$ cat src/rtl/pm_clk_pkg.sv
package pm_clk_pkg;

  typedef enum logic [2:0] {
    PM_RUN_PRI  = 3'd0,
    PM_IDLE_PRI = 3'd1,
    PM_RUN_SEC  = 3'd2,
    PM_IDLE_SEC = 3'd3,
    PM_RUN_INT  = 3'd4,
    PM_IDLE_INT = 3'd5,
    PM_SLEEP    = 3'd6,
    PM_SLEEP_X  = 3'd7
  } pm_mode_e;

  typedef enum logic [2:0] {
    CSEL_NONE  = 3'd0,
    CSEL_PRI   = 3'd1,
    CSEL_SEC   = 3'd2,
    CSEL_IFAST = 3'd3,
    CSEL_ISLOW = 3'd4
  } clk_sel_e;

  typedef struct packed {
    logic is_pri;
    logic is_sec;
    logic is_int;
    logic is_idle;
    logic is_sleep;
  } mode_dec_t;

endpackage

$ cat src/rtl/pm_mode_decode.sv
module pm_mode_decode
  import pm_clk_pkg::*;
(
  input  logic [2:0] mode_i,
  output mode_dec_t  dec_o
);

  always_comb begin
    dec_o = '0;
    unique case (mode_i)
      PM_RUN_PRI:  dec_o.is_pri = 1'b1;
      PM_IDLE_PRI: begin
        dec_o.is_pri  = 1'b1;
        dec_o.is_idle = 1'b1;
      end
      PM_RUN_SEC:  dec_o.is_sec = 1'b1;
      PM_IDLE_SEC: begin
        dec_o.is_sec  = 1'b1;
        dec_o.is_idle = 1'b1;
      end
      PM_RUN_INT:  dec_o.is_int = 1'b1;
      PM_IDLE_INT: begin
        dec_o.is_int  = 1'b1;
        dec_o.is_idle = 1'b1;
      end
      default:     dec_o.is_sleep = 1'b1;
    endcase
  end

endmodule

$ cat src/rtl/pm_osc_enables.sv
module pm_osc_enables
  import pm_clk_pkg::*;
(
  input  mode_dec_t dec_i,
  input  logic      wdt_en_i,
  input  logic      tmr_sec_en_i,
  input  logic      slow_direct_i,
  output logic      pri_en_o,
  output logic      sec_en_o,
  output logic      ifast_en_o,
  output logic      islow_en_o
);

  always_comb begin
    pri_en_o   = dec_i.is_pri;
    sec_en_o   = dec_i.is_sec | tmr_sec_en_i;
    ifast_en_o = dec_i.is_int & ~slow_direct_i;
    islow_en_o = wdt_en_i | (dec_i.is_int & slow_direct_i);
  end

endmodule

$ cat src/rtl/pm_clk_route.sv
module pm_clk_route
  import pm_clk_pkg::*;
#(
  parameter int DIV_W = 3
) (
  input  mode_dec_t        dec_i,
  input  logic             slow_direct_i,
  input  logic [DIV_W-1:0] div_exp_i,
  output clk_sel_e         sel_o,
  output logic [DIV_W-1:0] div_o,
  output logic             periph_run_o,
  output logic             core_halt_o
);

  always_comb begin
    sel_o = CSEL_NONE;
    div_o = '0;
    if (dec_i.is_pri) begin
      sel_o = CSEL_PRI;
    end else if (dec_i.is_sec) begin
      sel_o = CSEL_SEC;
    end else if (dec_i.is_int) begin
      if (slow_direct_i) begin
        sel_o = CSEL_ISLOW;
      end else begin
        sel_o = CSEL_IFAST;
        div_o = div_exp_i;
      end
    end
    periph_run_o = ~dec_i.is_sleep;
    core_halt_o  = dec_i.is_idle | dec_i.is_sleep;
  end

endmodule

$ cat src/rtl/pm_clk_ctrl.sv
module pm_clk_ctrl
  import pm_clk_pkg::*;
#(
  parameter int DIV_W  = 3,
  localparam int SEL_W = DIV_W + 1
) (
  input  logic             clk,
  input  logic             rst_n,
  input  logic [2:0]       mode_i,
  input  logic             wdt_en_i,
  input  logic             tmr_sec_en_i,
  input  logic [SEL_W-1:0] div_sel_i,
  output logic             pri_en_o,
  output logic             sec_en_o,
  output logic             ifast_en_o,
  output logic             islow_en_o,
  output logic [2:0]       clk_sel_o,
  output logic [DIV_W-1:0] fast_div_o,
  output logic             periph_run_o,
  output logic             core_halt_o
);

  // reset: asserted asynchronously, released on the clock
  logic [1:0] rst_sync_q;
  logic       rst_ok;

  always_ff @(posedge clk or negedge rst_n) begin
    if (!rst_n) rst_sync_q <= 2'b00;
    else        rst_sync_q <= {rst_sync_q[0], 1'b1};
  end
  assign rst_ok = rst_sync_q[1];

  mode_dec_t        dec;
  logic             slow_direct;
  logic             pri_d, sec_d, ifast_d, islow_d, run_d, halt_d;
  clk_sel_e         sel_d;
  logic [DIV_W-1:0] div_d;

  assign slow_direct = div_sel_i[SEL_W-1];

  pm_mode_decode u_dec (
    .mode_i (mode_i),
    .dec_o  (dec)
  );

  pm_osc_enables u_osc (
    .dec_i         (dec),
    .wdt_en_i      (wdt_en_i),
    .tmr_sec_en_i  (tmr_sec_en_i),
    .slow_direct_i (slow_direct),
    .pri_en_o      (pri_d),
    .sec_en_o      (sec_d),
    .ifast_en_o    (ifast_d),
    .islow_en_o    (islow_d)
  );

  pm_clk_route #(.DIV_W(DIV_W)) u_route (
    .dec_i         (dec),
    .slow_direct_i (slow_direct),
    .div_exp_i     (div_sel_i[DIV_W-1:0]),
    .sel_o         (sel_d),
    .div_o         (div_d),
    .periph_run_o  (run_d),
    .core_halt_o   (halt_d)
  );

  // output register with explicit load enable
  localparam int OUT_W = 6 + 3 + DIV_W;
  logic [OUT_W-1:0] out_d, out_q;
  logic             load_en;

  assign out_d   = {pri_d, sec_d, ifast_d, islow_d, run_d, halt_d, 3'(sel_d), div_d};
  assign load_en = (out_d != out_q);

  always_ff @(posedge clk or negedge rst_ok) begin
    if (!rst_ok) begin
      out_q <= {6'b000001, 3'(CSEL_NONE), {DIV_W{1'b0}}};
    end else if (load_en) begin
      out_q <= out_d;
    end
  end

  assign {pri_en_o, sec_en_o, ifast_en_o, islow_en_o, periph_run_o, core_halt_o,
          clk_sel_o, fast_div_o} = out_q;

  AST_PRI_OWN_MODE: assert property (@(posedge clk) disable iff (!rst_ok)
    (mode_i > 3'd1) |=> !pri_en_o);
  AST_SEC_TIMER_HOLD: assert property (@(posedge clk) disable iff (!rst_ok)
    tmr_sec_en_i |=> sec_en_o);
  AST_SLOW_EXCLUDES_FAST: assert property (@(posedge clk) disable iff (!rst_ok)
    (clk_sel_o == 3'(CSEL_ISLOW)) |-> (!ifast_en_o && islow_en_o));
  AST_WDT_KEEPS_SLOW: assert property (@(posedge clk) disable iff (!rst_ok)
    wdt_en_i |=> islow_en_o);
  AST_SEL_SOURCE_ON: assert property (@(posedge clk) disable iff (!rst_ok)
    ((clk_sel_o == 3'(CSEL_PRI)) |-> pri_en_o) and
    ((clk_sel_o == 3'(CSEL_SEC)) |-> sec_en_o) and
    ((clk_sel_o == 3'(CSEL_IFAST)) |-> ifast_en_o));
  AST_PERIPH_IMPLIES_STATE: assert property (@(posedge clk) disable iff (!rst_ok)
    !periph_run_o |-> core_halt_o);
  AST_SLEEP_GATES: assert property (@(posedge clk) disable iff (!rst_ok)
    (mode_i >= 3'd6) |=> (!pri_en_o && !ifast_en_o && clk_sel_o == 3'(CSEL_NONE)));
  AST_DIV_ONLY_FAST: assert property (@(posedge clk) disable iff (!rst_ok)
    (fast_div_o != '0) |-> (clk_sel_o == 3'(CSEL_IFAST)));

endmodule

$ cat config.mk
export PLATFORM = sky130hd
export DESIGN_NAME = pm_clk_ctrl
export DESIGN_NICKNAME = d
export VERILOG_FILES = /design/src/rtl/pm_clk_pkg.sv /design/src/rtl/pm_mode_decode.sv /design/src/rtl/pm_osc_enables.sv /design/src/rtl/pm_clk_route.sv /design/src/rtl/pm_clk_ctrl.sv
export SDC_FILE = /design/constraint.sdc
export NUM_CORES = 1
export LEC_CHECK = 0
export BUFFER_PORTS_ARGS = -buffer_cell sky130_fd_sc_hd__buf_2
export CAP_MARGIN = 15
export CORE_AREA = 2 2 39 41
export CTS_BUF_LIST = sky130_fd_sc_hd__clkbuf_16
export DETAILED_ROUTE_END_ITERATION = 16
export DIE_AREA = 0 0 41 43
export PLACE_DENSITY = 0.6
export SYNTH_ARGS = -nofsm -noshare
export SYNTH_HDL_FRONTEND = slang
export SYNTH_SLANG_ARGS = --single-unit
$ cat constraint.sdc
create_clock -name clk -period 0.8 [get_ports clk]
set_input_delay 0.04 -clock clk [delete_from_list [all_inputs] [get_ports clk]]
set_output_delay 0.04 -clock clk [all_outputs]
set_load 0.05 [all_outputs]
## Word level (Yosys, flattened, before mapping)

Cells that the tools add are included.

| word-level totals | value |
|---|---|
| bits in registers | 14 |
| latch bits | 0 |
| RAM bits | 0 |
| memory bits (read-only) | 0 |
| input bits | 11 |
| output and inout bits | 12 |
| logic and storage cells | 33 |
| memories | 0 |

| cells by class | value |
|---|---|
| $add $sub $neg | 0 |
| multipliers | 0 |
| divide/modulo/power cells | 0 |
| $lt $le $gt $ge | 0 |
| equal/unequal tests | 6 |
| shift-type cells | 0 |
| mux-type cells | 13 |
| bitwise gates (word level) | 6 |
| reduce and logical (&&, ||, !) cells | 6 |

Operators by type and width:

| kind | count |
|---|---|
| 3-bit two-way mux | 8 |
| 12-bit inequality test | 1 |
| 3-bit by 2-bit equality test with 1-bit output, second input constant | 2 |
| 3-bit equality test, second input constant | 2 |
| 2-bit OR reduction | 3 |
| 6-bit OR reduction | 1 |
| 1-bit two-way mux | 5 |
| 3-bit by 1-bit equality test with 1-bit output, second input constant | 1 |
| 3-bit logical NOT | 1 |
| 1-bit bitwise OR | 3 |
| 3-bit OR reduction | 1 |
| 1-bit bitwise AND | 2 |
| 1-bit inverter | 1 |

## Depth between registers and ports, before layout

Gate-level depths: netlist of run 1.

| logic depth | value |
|---|---|
| depth in word-level cells | 7 |
| depth in mapped cells | 2 |
| depth with buffers taken out | 2 |

## Hierarchy

Synthesis of run 1 repeated with hierarchy kept, for this count alone.

| unflattened totals | value |
|---|---|
| cells, all modules | 48 |
| area, all modules | 550.5 sq um |

Modules (own cells, without submodules):

| module | instances | cells each | area each (sq um) | seq. area each (sq um) |
|---|---|---|---|---|
| pm_clk_ctrl | 1 | 27 | 400.4 | 351.6 |
| pm_clk_route | 1 | 12 | 88.8 | 0.0 |
| pm_mode_decode | 1 | 5 | 33.8 | 0.0 |
| pm_osc_enables | 1 | 4 | 27.5 | 0.0 |

## Worst setup path after synthesis of run 1

Ideal clock, no wire load.

| path | value |
|---|---|
| path type | register to output |
| start | reg out_q[6] |
| end | out core_halt_o |
| data arrival time | 0.656 ns |
| data required time | 0.760 ns |
| slack | 0.104 ns |
| cell stages (with the launch flop) | 1 |
| path buffers | 0 |
| cells stage by stage | dfstp_2 |

RTL lines:

| element | line | source |
|---|---|---|
| start: declaration | pm_clk_ctrl.sv:69 | `logic [OUT_W-1:0] out_d, out_q;` |
| start signal: assignment | pm_clk_ctrl.sv:77 | `out_q <= {6'b000001, 3'(CSEL_NONE), {DIV_W{1'b0}}};` |
| start signal: assignment | pm_clk_ctrl.sv:79 | `out_q <= out_d;` |
| end: declaration | pm_clk_ctrl.sv:20 | `output logic core_halt_o` |

No word-level cell between the ends.

## Worst setup path in the final report of run 1

| path | value |
|---|---|
| start | reg out_q[6] |
| end | out core_halt_o |

No word-level cell between the ends.

==> out/qor.yml, run 1 <==
irDropWorstVdd_mv: 1.33
h-tree-depth: 1
grt_pass1_vias: 307
slew_viol_final: 0
drtPass1Iterations: 1
clk_path_buf_depth: 2
synth.area.top_cells: "dfrtp_1, dfstp_2, and2_1, a21o_2, nor3b_2"
area_delta_synth_final_pct: 73.1
final_layout_size_suffix_gt1_share_pct: 53.4
die-area_mm2: 0.00176
clock_insertion_delay_worst_skew_ns: 0.24
max_stage_delay_ns: 0.53
power_w: 0.00193
ys_types: 13
critical_path_buf_inv_count: 1
crit_chain: "buf_8"
synth_seq_cells: 14
vias: 313
cts-buffers-inserted: 3
max_freq_mhz: 1060
antenna_left: 0
synth-simple-area-share_pct: 13.6
postSynthAreaPerCell_um2: 15.8
synth_top_area_share_pct: 73.7
yosysTopAreaCell: "dfrtp_1"
cts_tree: "done"
crit_path_start_kind: "register"
fillers: 121
cap_viol_max_count: 0
synth_edf_count: 0
ios: 23
finalHoldViolCount: 0
clk_pin_slew_ns: 0.04
fin_crit_sh_pct: 118
start_util_pct: 31.9
synth_xor_area_share_pct: 0
syn_nets: 39
detailed_place_hpwl_um: 631
synthFlopType: "dfrtp_1"
min_path_type: "primary input to register"
wl_per_cell_um: 10.7
synth.cell_area_um2: 442
ys_top_cells_by_count: "dfrtp_1, and2_1, a21o_2"
status: "finished, violations left"
globalRouteTotalUtil_pct: 10.6
grt_pass1_wl_mm: 1.20
crit_path_max_fanout: 1
numPortBuffers: 22
violations: "negative setup slack"
diodes: 0
arrival_ns: 0.91
r2r_start: "rst_sync_q[0]"
rsz0062_at_grt: "yes"
antenna_found_initial: 0
root_buffer: "clkbuf_16"
crit_type: "register to output port"
p_leak_nw: 0.397
startpoint: "out_q[6]"
drt-initial-drc-count: 0
rows: 14
overflow: 0
cts_setup_buffers: 0
synth_compound_area_share_pct: 5.10
gp_congestion: 0.736
period_needed_ns: 0.946
yosys_warnings: 0
grt_max_degree: 9
finalSetupTns_ns: -0.159
nets: 70
viasPerCell: 4.23
core_area_mm2: 0.00138
drc_errors: 0
cp_top_family: "flip-flops"
setup_ws_ns: -0.146
drt-total-wl_um: 790
clock-sinks: 14
cp.required_ns: 0.76
power_density_mw_per_mm2: 2520
die_y_um: 43
synthAdderAreaFrac_pct: 0
synth.most_common_cell: "dfrtp_1"
die-width_um: 41
muxShareOfSynthArea_pct: 0
ys_seq_area_share_pct: 79.6
critPathCaptureType: "output port"
min-delay-start: "mode_i[0]"
synth_top_family_by_area: "simple AND/OR/NAND/NOR gates"
async_flop_share_pct: 100
finalClockSkew_ns: 0.00552
netlist_instances: 28
crit_slowest_cell: "dfstp_2"
setup_viol: 4
routing by layer:
| layer | part of all wire [%] | vias to the layer above | GRT usage (%) |
|---|---|---|---|
| met5 | 0 | - | 0 |
| met4 | 0 | 0 | 6.00 |
| met3 | 4.9 | 0 | 1.57 |
| met2 | 63 | 10 | 19.7 |
| met1 | 32 | 155 | 9.93 |
| li1 | - | 148 | - |
cell usage in the layout (no fill, tap or decap):
| master | Yosys | final |
|---|---|---|
| a21oi_1 | 1 | 1 |
| inv_1 | 1 | 2 |
| buf_4 | 0 | 2 |
| and2_1 | 3 | 3 |
| nand2b_1 | 1 | 1 |
| dfstp_2 | 1 | 1 |
| dlygate4sd3_1 | 0 | 2 |
| buf_2 | 0 | 10 |
| a21o_2 | 2 | 2 |
| conb_1 | 1 | 1 |
| buf_8 | 0 | 1 |
| nand2_1 | 1 | 1 |
| buf_6 | 0 | 11 |
| nor3b_2 | 1 | 1 |
| clkbuf_16 | 0 | 3 |
| or2_1 | 1 | 1 |
| nor2_1 | 1 | 1 |
| and3b_1 | 1 | 1 |
| dfrtp_1 | 13 | 13 |
sequential cells by signal (all words and copies together), names as in the netlist:
signal / flops
out_q: 12
rst_sync_q: 2
stage by stage:
stage | area (um^2) | instances | hold slack [ns] | util [%] | setup WS [ns]
after CTS | 764 | 74 | 0.0145 | 55.2 | -0.150
after global placement | 587 | 68 | -0.172 | 42.4 | 0.0252
final | 764 | 74 | 0.0108 | 55.2 | -0.146
after detailed placement | 587 | 68 | -0.171 | 42.4 | 0.0128
after global routing | 764 | 74 | 0.0224 | 55.2 | -0.169
after floorplan | 442 | 28 | -0.256 | - | 0.104
worst paths after layout:
kind	to	slack, ns	depth (start not counted)
worst max-delay path	core_halt_o	-0.15	1
worst min-delay path	out_q[6]	0.01	2
worst max register to register	rst_sync_q[1]	0.33	0
worst min register to register	out_q[11]	0.13	1
max in group asynchronous	out_q[6]	0.44	1
min in group asynchronous	rst_sync_q[1]	0.12	2
cell families after synthesis:
logic type,Yosys count
and+or+nand+nor,9
buffers and inverters,1
DFF,14
other,1
AOI/OAI and AO/OA,3
what timing repair did:
action                                 in CTS  in global routing
hold buffers                                2                  0
endpoints found under the hold margin       3                  0
setup endpoints to repair                  12                 11
gates resized for setup                    25                  0
power breakdown:
part	internal [W]	switching [W]
sequential	0.000748	0.0000167
combinational	0.000105	0.000159
clock	0.000656	0.000242
total	0.00151	0.000417
final cells by class:
type | instances | area (um^2) | area share (%)
inverter | 1 | 3.75 | 0.491
multi-input combinational | 13 | 86.3 | 11.3
clock inverter | 1 | 3.75 | 0.491
clock buffer | 3 | 75.1 | 9.82
tap | 16 | 20.0 | 2.62
sequential | 14 | 352 | 46.0
timing repair buffer | 26 | 224 | 29.3
No activity file was read; power rests on OpenSTA's default activity.
==> inputs of run 2 (changes only) <==
--- a/config.mk
+++ b/config.mk
@@ -8,7 +8,7 @@
 export BUFFER_PORTS_ARGS = -buffer_cell sky130_fd_sc_hd__buf_2
 export CAP_MARGIN = 15
 export CORE_AREA = 2 2 39 41
-export CTS_BUF_LIST = sky130_fd_sc_hd__clkbuf_16
+export CTS_BUF_LIST = sky130_fd_sc_hd__clkbuf_8
 export DETAILED_ROUTE_END_ITERATION = 16
 export DIE_AREA = 0 0 41 43
 export PLACE_DENSITY = 0.6
==> out/qor.yml, run 2 (synthesized netlist as in run 1, its figures left out) <==
status: "finished, violations left"
die-width_um: 41  # unchanged
viasPerCell: 4.27  # +0.96%
crit_type: "register to output port"
core_area_mm2: 0.00138  # unchanged
critPathCaptureType: "output port"
slew_viol_final: 0  # unchanged
h-tree-depth: 1  # unchanged
crit_path_max_fanout: 1  # unchanged
wl_per_cell_um: 10.3  # -3.7%
violations: "negative setup slack"
antenna_found_initial: 0  # unchanged
die-area_mm2: 0.00176  # unchanged
detailed_place_hpwl_um: 631  # unchanged
largest_reg_flops: 12  # unchanged
cts_tree: "done"
crit_path_start_kind: "register"
max_freq_mhz: 1060  # about the same
overflow: 0  # unchanged
p_leak_nw: 0.381  # -3.9%
start_util_pct: 31.9  # unchanged
numPortBuffers: 22  # unchanged
globalRouteTotalUtil_pct: 10.1  # -0.50 points
power_density_mw_per_mm2: 2160  # -14%
clk_path_buf_depth: 2  # unchanged
crit_chain: "buf_8"
irDropWorstVdd_mv: 1.26  # -4.7%
drt-total-wl_um: 761  # -3.7%
stdcell_count: 74  # unchanged
antenna_left: 0  # unchanged
drtPass1Iterations: 1  # unchanged
grt_pass1_wl_mm: 1.15  # -4.6%
max_stage_delay_ns: 0.53  # about the same
nets: 70  # unchanged
vias: 316  # +0.96%
diodes: 0  # unchanged
clock_insertion_delay_worst_skew_ns: 0.24  # about the same
reg_top3: "out_q: 12 flops, rst_sync_q: 2 flops"
cts_setup_buffers: 0  # unchanged
critical_path_buf_inv_count: 1  # unchanged
dp.cells: 68  # unchanged
cap_viol_max_count: 0  # unchanged
arrival_ns: 0.91  # about the same
drt-initial-drc-count: 0  # unchanged
finalHoldViolCount: 0  # unchanged
cp.required_ns: 0.76  # about the same
rsz0062_at_grt: "yes"
finalClockSkew_ns: 0.00627  # +0.000748 ns
clock-sinks: 14  # unchanged
gp_congestion: 0.736  # unchanged
largest-register: "out_q"
setup_viol: 5  # +1
power_w: 0.00158  # -18%
rows: 14  # unchanged
final_common_cell: "dfrtp_1"
cts-buffers-inserted: 3  # unchanged
final_layout_size_suffix_gt1_share_pct: 53.4  # unchanged
crit_slowest_cell: "dfstp_2"
root_buffer: "clkbuf_8"
die_y_um: 43  # unchanged
ios: 23  # unchanged
setup_ws_ns: -0.146  # -0.000785 ns
grt_max_degree: 9  # unchanged
min_path_type: "primary input to register"
drc_errors: 0  # unchanged
area_delta_synth_final_pct: 65.4
fin_crit_sh_pct: 118  # about the same
final_cell_mix: "dfrtp_1, buf_6, buf_2"
period_needed_ns: 0.946  # +0.000785 ns
clk_pin_slew_ns: 0.05  # about the same
grt_pass1_vias: 294  # -4.2%
cp_top_family: "flip-flops"
==> run 2: cell counts in the layout (fill, tap and decap cells not counted) <==
No cell type changed its count.
==> run 2: repair_timing <==
item,4_1_cts,5_1_grt
hold buffers,2,0
setup endpoints to repair,12,12
resized for setup,25,0
endpoints found under the hold margin,3,0
pin swaps,0,0
==> run 2: cell type report <==
type                    instances  area [um^2]
clock buffers                   3         41.3
flip-flops and latches         14          352
well taps                      16         20.0
repair buffers                 26          224
inverters                       1         3.75
multi-input cells              13         86.3
clock inverters                 1         3.75
fillers                       128          653
==> run 2: final timing paths <==
check / endpoint / slack (ns) / depth (start not counted) / start
worst max-delay path: core_halt_o / -0.15 / 1 / out_q[6]
worst min-delay path: out_q[8] / 0.01 / 2 / wdt_en_i
worst max register to register: rst_sync_q[1] / 0.33 / 0 / rst_sync_q[0]
worst min register to register: out_q[11] / 0.13 / 1 / rst_sync_q[1]
max in group asynchronous: out_q[6] / 0.44 / 1 / rst_sync_q[1]
min in group asynchronous: rst_sync_q[0] / 0.12 / 2 / rst_n
==> run 2: power by group <==
group / internal, W / switching, W / leakage (nW)
logic: 0.000105 / 0.000157 / 0.182
clock network: 0.000337 / 0.000216 / 0.0269
registers: 0.000746 / 0.0000166 / 0.172
==> run 2: per-layer routing <==
metal	vias up	routed length, um	global-route usage [%]
li1	148	-	-
met1	156	264	9.62
met2	10	454	18.4
met3	2	35	1.57
met4	0	7	6.00
met5	-	0	0
==> run 2: metrics by stage <==
step / setup slack, ns / utilization (%) / setup TNS (ns) / hold slack (ns) / area, um^2
floorplan: 0.104 / - / 0 / -0.256 / 442
global placement: 0.0252 / 42.4 / 0 / -0.172 / 587
detailed placement: 0.0128 / 42.4 / 0 / -0.171 / 587
CTS: -0.151 / 52.8 / -0.207 / 0.0141 / 731
global route: -0.176 / 52.8 / -0.386 / 0.0183 / 731
finish: -0.146 / 52.8 / -0.171 / 0.00979 / 731
